File: src/rtl/exc_pkg.sv
package exc_pkg;

    localparam int ADDR_W = 32;
    localparam int WORD_W = 16;
    localparam int OFF_W  = 8;

    localparam logic [OFF_W-1:0] OFF_BUS_ERR  = 8'h08;
    localparam logic [OFF_W-1:0] OFF_ADDR_ERR = 8'h0C;
    localparam logic [OFF_W-1:0] OFF_ILLEGAL  = 8'h10;
    localparam logic [OFF_W-1:0] OFF_DIV0     = 8'h14;
    localparam logic [OFF_W-1:0] OFF_BOUND    = 8'h18;
    localparam logic [OFF_W-1:0] OFF_CONDTRAP = 8'h1C;
    localparam logic [OFF_W-1:0] OFF_PRIV     = 8'h20;
    localparam logic [OFF_W-1:0] OFF_TRACE    = 8'h24;
    localparam logic [OFF_W-1:0] OFF_EMU_A    = 8'h28;
    localparam logic [OFF_W-1:0] OFF_EMU_F    = 8'h2C;
    localparam logic [OFF_W-1:0] OFF_TRAP_LO  = 8'h80;
    localparam logic [OFF_W-1:0] OFF_TRAP_HI  = 8'hBC;

    localparam logic [WORD_W-1:0] SR_SUPER = 16'h2000;
    localparam logic [WORD_W-1:0] SR_KEEP  = 16'h3FFF;

    typedef enum logic [2:0] {
        ST_IDLE,
        ST_CHECK,
        ST_PUSH_LO,
        ST_PUSH_HI,
        ST_PUSH_SR,
        ST_FETCH,
        ST_DONE,
        ST_FAIL
    } seq_state_t;

    typedef struct packed {
        logic [OFF_W-1:0]  off;
        logic [ADDR_W-1:0] saved_pc;
        logic [WORD_W-1:0] sr;
        logic [ADDR_W-1:0] sp_pre;
        logic [ADDR_W-1:0] sp_sup;
        logic [ADDR_W-1:0] vbase;
        logic              strict;
    } exc_ctx_t;

    function automatic logic trap_vector(input logic [OFF_W-1:0] off);
        return (off >= OFF_TRAP_LO) && (off <= OFF_TRAP_HI) && (off[1:0] == 2'b00);
    endfunction

    function automatic int unsigned vector_cost(input logic [OFF_W-1:0] off);
        int unsigned c;
        case (off)
            OFF_BUS_ERR, OFF_ADDR_ERR: c = 50;
            OFF_DIV0:                  c = 42;
            OFF_BOUND:                 c = 28;
            OFF_ILLEGAL, OFF_CONDTRAP, OFF_PRIV,
            OFF_TRACE, OFF_EMU_A, OFF_EMU_F: c = 34;
            default:                   c = trap_vector(off) ? 34 : 4;
        endcase
        return c;
    endfunction

    function automatic logic [WORD_W-1:0] enter_sr(input logic [WORD_W-1:0] sr);
        return (sr | SR_SUPER) & SR_KEEP;
    endfunction

endpackage

File: src/rtl/exc_align_check.sv
module exc_align_check
    import exc_pkg::*;
(
    input  exc_ctx_t          ctx,
    input  logic [ADDR_W-1:0] handler,
    output logic              early_fail,
    output logic              late_fail
);
    logic strict_ae;

    always_comb begin
        strict_ae  = ctx.strict && (ctx.off == OFF_ADDR_ERR);
        early_fail = ctx.vbase[0] || (strict_ae && (ctx.sp_pre[0] || ctx.sp_sup[0]));
        late_fail  = strict_ae && handler[0];
    end
endmodule

File: src/rtl/exc_cost_sel.sv
module exc_cost_sel
    import exc_pkg::*;
#(
    parameter int COST_W    = 8,
    parameter int FAIL_COST = 132
) (
    input  logic [OFF_W-1:0]  off,
    input  logic              fail_path,
    output logic [COST_W-1:0] cost
);
    always_comb begin
        if (fail_path) cost = COST_W'(FAIL_COST);
        else           cost = COST_W'(vector_cost(off));
    end
endmodule

File: src/rtl/exc_entry_seq.sv
module exc_entry_seq
    import exc_pkg::*;
#(
    parameter int COST_W           = 8,
    parameter int GEN_W            = 2,
    parameter int STRICT_GEN_LIMIT = 2,
    parameter int FAIL_COST        = 132,
    parameter int FRAME_WORDS      = 3
) (
    input  logic              clk,
    input  logic              rst,
    input  logic              req_valid,
    output logic              req_ready,
    input  logic [7:0]        req_offset,
    input  logic [31:0]       req_pc,
    input  logic [15:0]       req_sr,
    input  logic [31:0]       req_sp,
    input  logic [31:0]       req_ssp,
    input  logic [31:0]       vec_base,
    input  logic [GEN_W-1:0]  core_gen,
    output logic              mem_req,
    output logic              mem_we,
    output logic [31:0]       mem_addr,
    output logic [15:0]       mem_wdata,
    input  logic [31:0]       mem_rdata,
    input  logic              mem_ack,
    output logic              exc_done,
    output logic              resume_core,
    output logic              fail_reset,
    output logic [COST_W-1:0] cost,
    output logic [31:0]       new_pc,
    output logic [15:0]       new_sr,
    output logic [31:0]       new_ssp
);
    localparam int WORD_BYTES  = WORD_W / 8;
    localparam int FRAME_BYTES = FRAME_WORDS * WORD_BYTES;

    seq_state_t        state;
    exc_ctx_t          ctx;
    logic [ADDR_W-1:0] handler;
    logic              accept;
    logic              early_fail;
    logic              late_fail_now;
    logic              late_fail_reg;
    logic              unused_late;
    logic [COST_W-1:0] cost_sel;

    assign req_ready = (state == ST_IDLE);
    assign accept    = req_valid && req_ready;

    exc_align_check u_early (
        .ctx        (ctx),
        .handler    (handler),
        .early_fail (early_fail),
        .late_fail  (late_fail_reg)
    );

    exc_align_check u_late (
        .ctx        (ctx),
        .handler    (mem_rdata),
        .early_fail (unused_late),
        .late_fail  (late_fail_now)
    );

    exc_cost_sel #(.COST_W(COST_W), .FAIL_COST(FAIL_COST)) u_cost (
        .off       (ctx.off),
        .fail_path (state == ST_FAIL),
        .cost      (cost_sel)
    );

    always_ff @(posedge clk) begin
        if (rst) begin
            state   <= ST_IDLE;
            ctx     <= '0;
            handler <= '0;
        end else begin
            unique case (state)
                ST_IDLE: if (accept) begin
                    ctx.off      <= req_offset;
                    ctx.saved_pc <= (req_offset == OFF_ADDR_ERR) ? req_pc - 32'd2 : req_pc;
                    ctx.sr       <= req_sr;
                    ctx.sp_pre   <= req_sp;
                    ctx.sp_sup   <= req_sr[13] ? req_sp : req_ssp;
                    ctx.vbase    <= vec_base;
                    ctx.strict   <= (core_gen < GEN_W'(STRICT_GEN_LIMIT));
                    state        <= ST_CHECK;
                end
                ST_CHECK:   state <= early_fail ? ST_FAIL : ST_PUSH_LO;
                ST_PUSH_LO: if (mem_ack) state <= ST_PUSH_HI;
                ST_PUSH_HI: if (mem_ack) state <= ST_PUSH_SR;
                ST_PUSH_SR: if (mem_ack) state <= ST_FETCH;
                ST_FETCH: if (mem_ack) begin
                    handler <= mem_rdata;
                    state   <= late_fail_now ? ST_FAIL : ST_DONE;
                end
                ST_DONE:  state <= ST_IDLE;
                ST_FAIL:  state <= ST_IDLE;
                default:  state <= ST_IDLE;
            endcase
        end
    end

    always_comb begin
        mem_req   = 1'b0;
        mem_we    = 1'b0;
        mem_addr  = '0;
        mem_wdata = '0;
        unique case (state)
            ST_PUSH_LO: begin
                mem_req   = 1'b1;
                mem_we    = 1'b1;
                mem_addr  = ctx.sp_sup - 32'(WORD_BYTES);
                mem_wdata = ctx.saved_pc[15:0];
            end
            ST_PUSH_HI: begin
                mem_req   = 1'b1;
                mem_we    = 1'b1;
                mem_addr  = ctx.sp_sup - 32'(2 * WORD_BYTES);
                mem_wdata = ctx.saved_pc[31:16];
            end
            ST_PUSH_SR: begin
                mem_req   = 1'b1;
                mem_we    = 1'b1;
                mem_addr  = ctx.sp_sup - 32'(3 * WORD_BYTES);
                mem_wdata = ctx.sr;
            end
            ST_FETCH: begin
                mem_req  = 1'b1;
                mem_addr = ctx.vbase + 32'(ctx.off);
            end
            default: ;
        endcase
    end

    assign exc_done    = (state == ST_DONE);
    assign resume_core = exc_done;
    assign fail_reset  = (state == ST_FAIL);
    assign cost        = (exc_done || fail_reset) ? cost_sel : '0;
    assign new_pc      = handler;
    assign new_sr      = enter_sr(ctx.sr);
    assign new_ssp     = ctx.sp_sup - 32'(FRAME_BYTES);

    assert_hold_R10: assert property (@(posedge clk) disable iff (rst)
        (mem_req && !mem_ack) |=> (mem_req && $stable(mem_addr) && $stable(mem_we) && $stable(mem_wdata)));

    assert_busy_R1: assert property (@(posedge clk) disable iff (rst)
        accept |=> !req_ready);

    assert_nomem_fail_R2: assert property (@(posedge clk) disable iff (rst)
        fail_reset |-> !mem_req);

    assert_sr_bits_R8: assert property (@(posedge clk) disable iff (rst)
        exc_done |-> (new_sr[13] && !new_sr[15] && !new_sr[14]));

    assert_even_handler_R4: assert property (@(posedge clk) disable iff (rst)
        exc_done |-> !late_fail_reg);

    assert_cost_R9: assert property (@(posedge clk) disable iff (rst)
        (exc_done || fail_reset) |-> (cost != '0));

    assert_onepulse_R1: assert property (@(posedge clk) disable iff (rst)
        !(exc_done && fail_reset));
endmodule

File: config.mk
export PLATFORM = sky130hd
export DESIGN_NAME = exc_entry_seq
export DESIGN_NICKNAME = d
export VERILOG_FILES = /design/src/rtl/exc_pkg.sv /design/src/rtl/exc_align_check.sv /design/src/rtl/exc_cost_sel.sv /design/src/rtl/exc_entry_seq.sv
export SDC_FILE = /design/constraint.sdc
export NUM_CORES = 1
export LEC_CHECK = 0
export CAP_MARGIN = 20
export CORE_ASPECT_RATIO = 0.7
export CORE_MARGIN = 4
export CORE_UTILIZATION = 35
export DETAILED_ROUTE_END_ITERATION = 6
export PLACE_DENSITY = 0.72
export SYNTH_ARGS = -nofsm -noshare
export SYNTH_HDL_FRONTEND = slang
export SYNTH_SLANG_ARGS = --single-unit
File: constraint.sdc
create_clock -name clk -period 9.7 [get_ports clk]
set_input_delay 1.455 -clock clk [delete_from_list [all_inputs] [get_ports clk]]
set_output_delay 1.455 -clock clk [all_outputs]
set_load 0.03 [all_outputs]
; ---- Word level (Yosys, flattened, before mapping)
; Cells that the tools add are included.
[totals]
register_bits = 157
out_inout_bits = 142
elab_cells = 77
[op_classes]
add_sub_neg = 5
magnitude_cmp = 3
n_eq_ne = 23
n_mux = 18
reduce_logical = 19
[op_table]
columns = op, n
row1 = one-hot mux 32 bit (4 select lines), 1
row2 = two-way mux 32 bit, 2
row3 = subtractor 32 x 2 -> 32 bit (second input constant), 2
row4 = subtractor 32 x 3 -> 32 bit (second input constant), 2
row5 = one-hot mux 16 bit (3 select lines), 1
row6 = adder 32 x 8 -> 32 bit, 1
row7 = == test 8 x 5 -> 1 bit (second input constant), 4
row8 = == test 8 x 6 -> 1 bit (second input constant), 4
row9 = one-hot mux 8 bit (4 select lines), 1
row10 = == test 8 x 4 -> 1 bit (second input constant), 3
row11 = one-hot mux 3 bit (7 select lines), 1
row12 = two-way mux 3 bit, 6
row13 = two-way mux 8 bit, 2
row14 = == test 3 bit (second input constant), 4
row15 = greater-or-equal comparator 8 bit (second input constant), 1
row16 = less-or-equal comparator 8 bit (second input constant), 1
row17 = inequality test 2 bit (second input constant), 4
row18 = == test 3 x 2 -> 1 bit (second input constant), 2
row19 = logical AND 1 bit, 6
row20 = two-way mux 6 bit, 1
row21 = OR reduction 6 bit, 1
row22 = AND reduction 5 bit, 1
row23 = AND reduction 2 bit, 2
row24 = OR reduction 2 bit, 2
row25 = 9 further kinds, 13

; ---- Depth between registers and ports, before layout
[logic_depth]
depth_word = 7
depth_mapped = 11
ltp_nobuf = 10

; ---- By module
; From an unflattened synthesis, not the netlist that was laid out.
[unflattened]
hier_cells = 1488
area_unflattened_um2 = 11136.9
[by_module_without_submodules]
columns = mod, instances, cells_each, area_per_inst_um2, seq_area_each_um2
row1 = exc_entry_seq, 1, 1456, 10916.7, 3763.6
row2 = exc_cost_sel, 1, 18, 117.6, 0.0
row3 = exc_align_check, 2, 7, 51.3, 0.0

; ---- Least setup slack after synthesis
; Ideal clock, no wire load.
[synth_path]
path_kind = reg-to-output
start = reg ctx[36] (netlist name)
end = out mem_addr[10]
arrival_time_ps = 2939
required_ps = 8245
setup_slack_ps = 5306
path_stages_with_launch = 10
path_buffers = 1
path_cell_list = dfxtp_1 clkbuf_1 inv_1 ha_1 a21oi_1 nand2_1 or3_1 xnor2_1 a22oi_1 o21ai_0
[synth_between]
elab_chain_len = 2
word_cells_on_any_way = 4
classes_between = add/sub: 3 / mux: 1
[synth_rtl]
columns = item, line
row1 = subtractor 32 x 3 -> 32 bit, n/a
row2 = net new_ssp[10], exc_entry_seq.sv:33  ; output logic [31:0] new_ssp
row3 = one-hot mux 32 bit (4 select lines), exc_entry_seq.sv:108  ; unique case (state)
row4 = "end, declared", exc_entry_seq.sv:23  ; output logic [31:0] mem_addr,
; The timed path passes the listed nets, and every way through them passes these cells.

; ---- Worst setup path after layout
[layout_path]
start = reg state[0]
end = out mem_addr[13]
[layout_between]
elab_chain_len = 2
word_cells_on_any_way = 5
classes_between = eq/ne: 4 / mux: 1
[layout_rtl]
columns = item, line
row1 = "start, declared", exc_entry_seq.sv:38  ; seq_state_t state;
row2 = "start signal, assigned", exc_entry_seq.sv:88  ; ST_CHECK: state <= early_fail ? ST_FAIL : ST_PUSH_LO;
row3 = "start signal, assigned", exc_entry_seq.sv:94  ; state <= late_fail_now ? ST_FAIL : ST_DONE;
row4 = == test 3 bit or == test 3 x 2 -> 1 bit (tied branches), exc_entry_seq.sv:108
row5 = one-hot mux 32 bit (4 select lines) *, exc_entry_seq.sv:108
; Mark *: on every way between the ends. The rest lies on a longest branch, timed or not.

==> results.md <==
Status
- complete, no violations — outcome

Route
- 6 — First-pass DRT Iterations
- 19.2 µm — average wire per cell in the routed design
- 36.8 mm — final wirelength
- 10300 — total number of vias
- 0 — residual DRC count
- 665 — number of violations reported at the end of detailed-routing iteration 0
- 0 — count of antenna-violating nets left after detailed routing
- 5.39 — DR vias/cell

Clocking
- 0 — quantity of gates resized following cts
- 4 — number of levels the H-tree was split into
- 157 — number of clock sinks seen by CTS
- 0.43 ns — clock latency of the later-clocked register in the worst-skew pair
- 2 — maximum number of buffers from clock root to sink
- 0.07 ns — clock-pin slew on the worst setup and hold paths
- 0 — cts-stage hold buffer count
- sky130_fd_sc_hd__clkbuf_16 — Clock Tree Root
- 0 — postcts setup bufs
- yes — CTS tree
- 17 — number of CTS-inserted buffers

Placed design
- 27.9 mm — half-perimeter wire length after placement
- 0.952 — routability cong.
- 325 — I/O Buffers

Global route
- 55.6 mm — first-pass GRT wire length
- 0 — overflow left after global routing
- 109 — pin count of the biggest net entering global routing
- 9708 — number of global-route vias before repair
- 2 — initial antenna violation count
- 23.4% — aggregate global-route resource usage

Pwr
- 182 mW/mm² — P per Cell Area
- 4.65 nW — reported leakage power
- 0.130 mV — worst-case vdd ir drop

Logic synthesis
- 7.39 µm² — Mapped Avg Cell Area
- 32.7% — portion of the post-synthesis area used by sequential elements
- 0.00960 mm² — Post-Syn Area
- sky130_fd_sc_hd__dfxtp_1 — primary flip-flop cell chosen by synthesis mapping
- 63 — number of distinct library cells after synthesis
- 157 — synthesis-stage register bit count
- 0 — yosys warns
- 0 — number of synthesized flops with an enable pin
- 1300 — instance count of the mapped netlist
- 0% — ys async rst share

Timing
- 1.06 ns — Worst Tran Pin Value
- 0 — Setup violations, final
- 0 ns — total negative slack for setup checks
- 0.166 GHz — highest achievable clock rate
- 0 — Final Hold Vio Count
- 29.6% — relative slew slack
- 6.02 ns — Min Clock Period, post-route
- 62.1% — final cycle utilization of the critical path
- 0 — final number of max-transition violations
- no — unrepaired setup endpoints after global routing
- 0.0131 ns — worst clock skew

Min path
- new_pc[25] — startpoint of the lowest-slack hold path
- reg2reg — path class of the lowest-slack min-delay path
- 2 — hold path depth
- new_pc[25] — Hold Crit Endpoint

Critical path
- 4.57 ns — arrival time worst endpoint
- 7 — logic depth of the worst register-to-register path
- reg2out — category of the critical setup timing path
- 25 — peak fanout along the critical path
- 6.64 ns — r2r setup slk
- output port — kind of end point of the critical path
- register — crit start category
- state[0] — reg2reg start
- new_pc[14] — end of the worst register-to-register path
- 8.25 ns — data required time at the worst endpoint

Finish
- 50.0% — Util after Layout
- 1744 — number of nets in the finished design
- 4.38% — ratio of cells with drive above 1 in the final layout
- sky130_fd_sc_hd__clkdlybuf4s50_1 — most common cell after layout, fill and taps aside
- 40.0% — synth-to-layout area growth
- sky130_fd_sc_hd__clkdlybuf4s50_1 (323), sky130_fd_sc_hd__nand2_1 (256), sky130_fd_sc_hd__dfxtp_1 (156), sky130_fd_sc_hd__a21oi_1 (115), sky130_fd_sc_hd__nor2_1 (113) — commonest cells after routing, fill and taps aside

Floorplanning
- 0.0302 mm² — full die area
- 206 µm — die extent in x
- 147 µm — die boundary height
- 35.7% — initial standard-cell utilization of the core
- 332 — I/O pin count
- 0.0269 mm² — Placeable Area
- 50 — row count

Flow run
- 0 — Maximum Capacitance Violations

layout make-up:
class,instances,area [µm²]
Clock inverter,14,110
Inverter,17,63.8
Antenna cell,1,2.50
Timing Repair Buffer,336,3350
Fill cell,2646,13500
Tap cell,364,455
Sequential cell,157,3140
Clock buffer,18,439
Multi-Input combinational cell,1010,5880
synth_stat cells, drive strengths merged (7+ instances only):
cell    number  area share [%]
nand2      257              10
dfxtp      157              33
a21oi      115             6.0
nor2       115             4.5
clkbuf      85             3.3
o21ai       67             3.5
a211oi      57             4.7
mux2i       51             5.3
xnor2       46             4.2
nor3        37             2.0
xor2        36             3.3
buf         34             2.3
or3         30             2.0
nand3       21             1.1
nor4        20             1.4
o22ai       17             1.1
inv         16            0.63
ha          14             1.8
or4         14             1.2
a311oi      12             1.1
nand4       10            0.65
o221ai       9            0.82
a22oi        7            0.55
nor2b        7            0.46
where the power goes:
part	leakage [nW]	switching, W	internal, W
combinational	3.09	0.000595	0.000395
sequential	1.29	0.000106	0.000716
clock	0.266	0.000298	0.000339
total	4.65	0.000999	0.00145
per-stage QoR:
stage / std cells / setup WS (ns) / hold slack, ns / area (µm²) / total power (W)
detailed placement: 1883 / 4.39 / 0.446 / 12900 / 0.00181
CTS: 1915 / 3.90 / 0.455 / 13400 / 0.00246
global placement: 1883 / 4.36 / 0.442 / 12900 / 0.00180
global route: 1916 / 3.51 / 0.468 / 13400 / 0.00258
floorplan: 1303 / 5.31 / 0.436 / 9610 / 0.00141
finish: 1917 / 3.68 / 0.454 / 13400 / 0.00245
per-layer routing:
layer  track usage (%)  wire length (µm)  vias up
met5                 0                21        -
met4              6.38               828        4
met3              9.35              4220       44
met2              33.8             15100      440
met1              32.2             16600     4805
li1                  -                 -     5040
kinds of logic (layout without fill, tap and decap cells):
family	Yosys count	after routing	synth area share, %
other	2	6	0.0782
adders and majority gates	15	15	2.03
xor gates and xnor gates	82	82	7.48
muxes	52	52	5.43
DFF	157	157	32.7
and+or+nand+nor	537	537	25.3
AOI/OAI and AO/OA	319	319	20.7
buffers and inverters	136	385	6.27
registers in the layout (all words and copies together) (netlist names):
name    count
ctx       109
new_pc     32
new_sr     13
state       3
worst max-delay path by stage:
stage                         from           end  slack [ns]  cells past startpoint
final                     state[0]  mem_addr[13]        3.68                      9
after floorplan            ctx[36]  mem_addr[10]        5.31                      9
after global routing      state[0]  mem_addr[13]        3.51                      9
after global placement    state[0]  mem_addr[13]        4.36                      9
after detailed placement  state[0]  mem_addr[13]        4.39                      9
after CTS                 state[0]  mem_addr[13]        3.90                      9
critical path, stage by stage (launching register included):
cell	delay (ns)
sky130_fd_sc_hd__dfxtp_2	0.66
sky130_fd_sc_hd__buf_4	0.42
sky130_fd_sc_hd__clkinv_1	0.41
sky130_fd_sc_hd__nand3_1	0.19
sky130_fd_sc_hd__a21boi_0	0.71
sky130_fd_sc_hd__nor2_1	0.18
sky130_fd_sc_hd__a22o_1	0.29
sky130_fd_sc_hd__mux2i_1	0.40
sky130_fd_sc_hd__o21ai_0	0.21
sky130_fd_sc_hd__clkdlybuf4s50_1	0.64
Note: power is estimated with default switching activity, not from simulation.
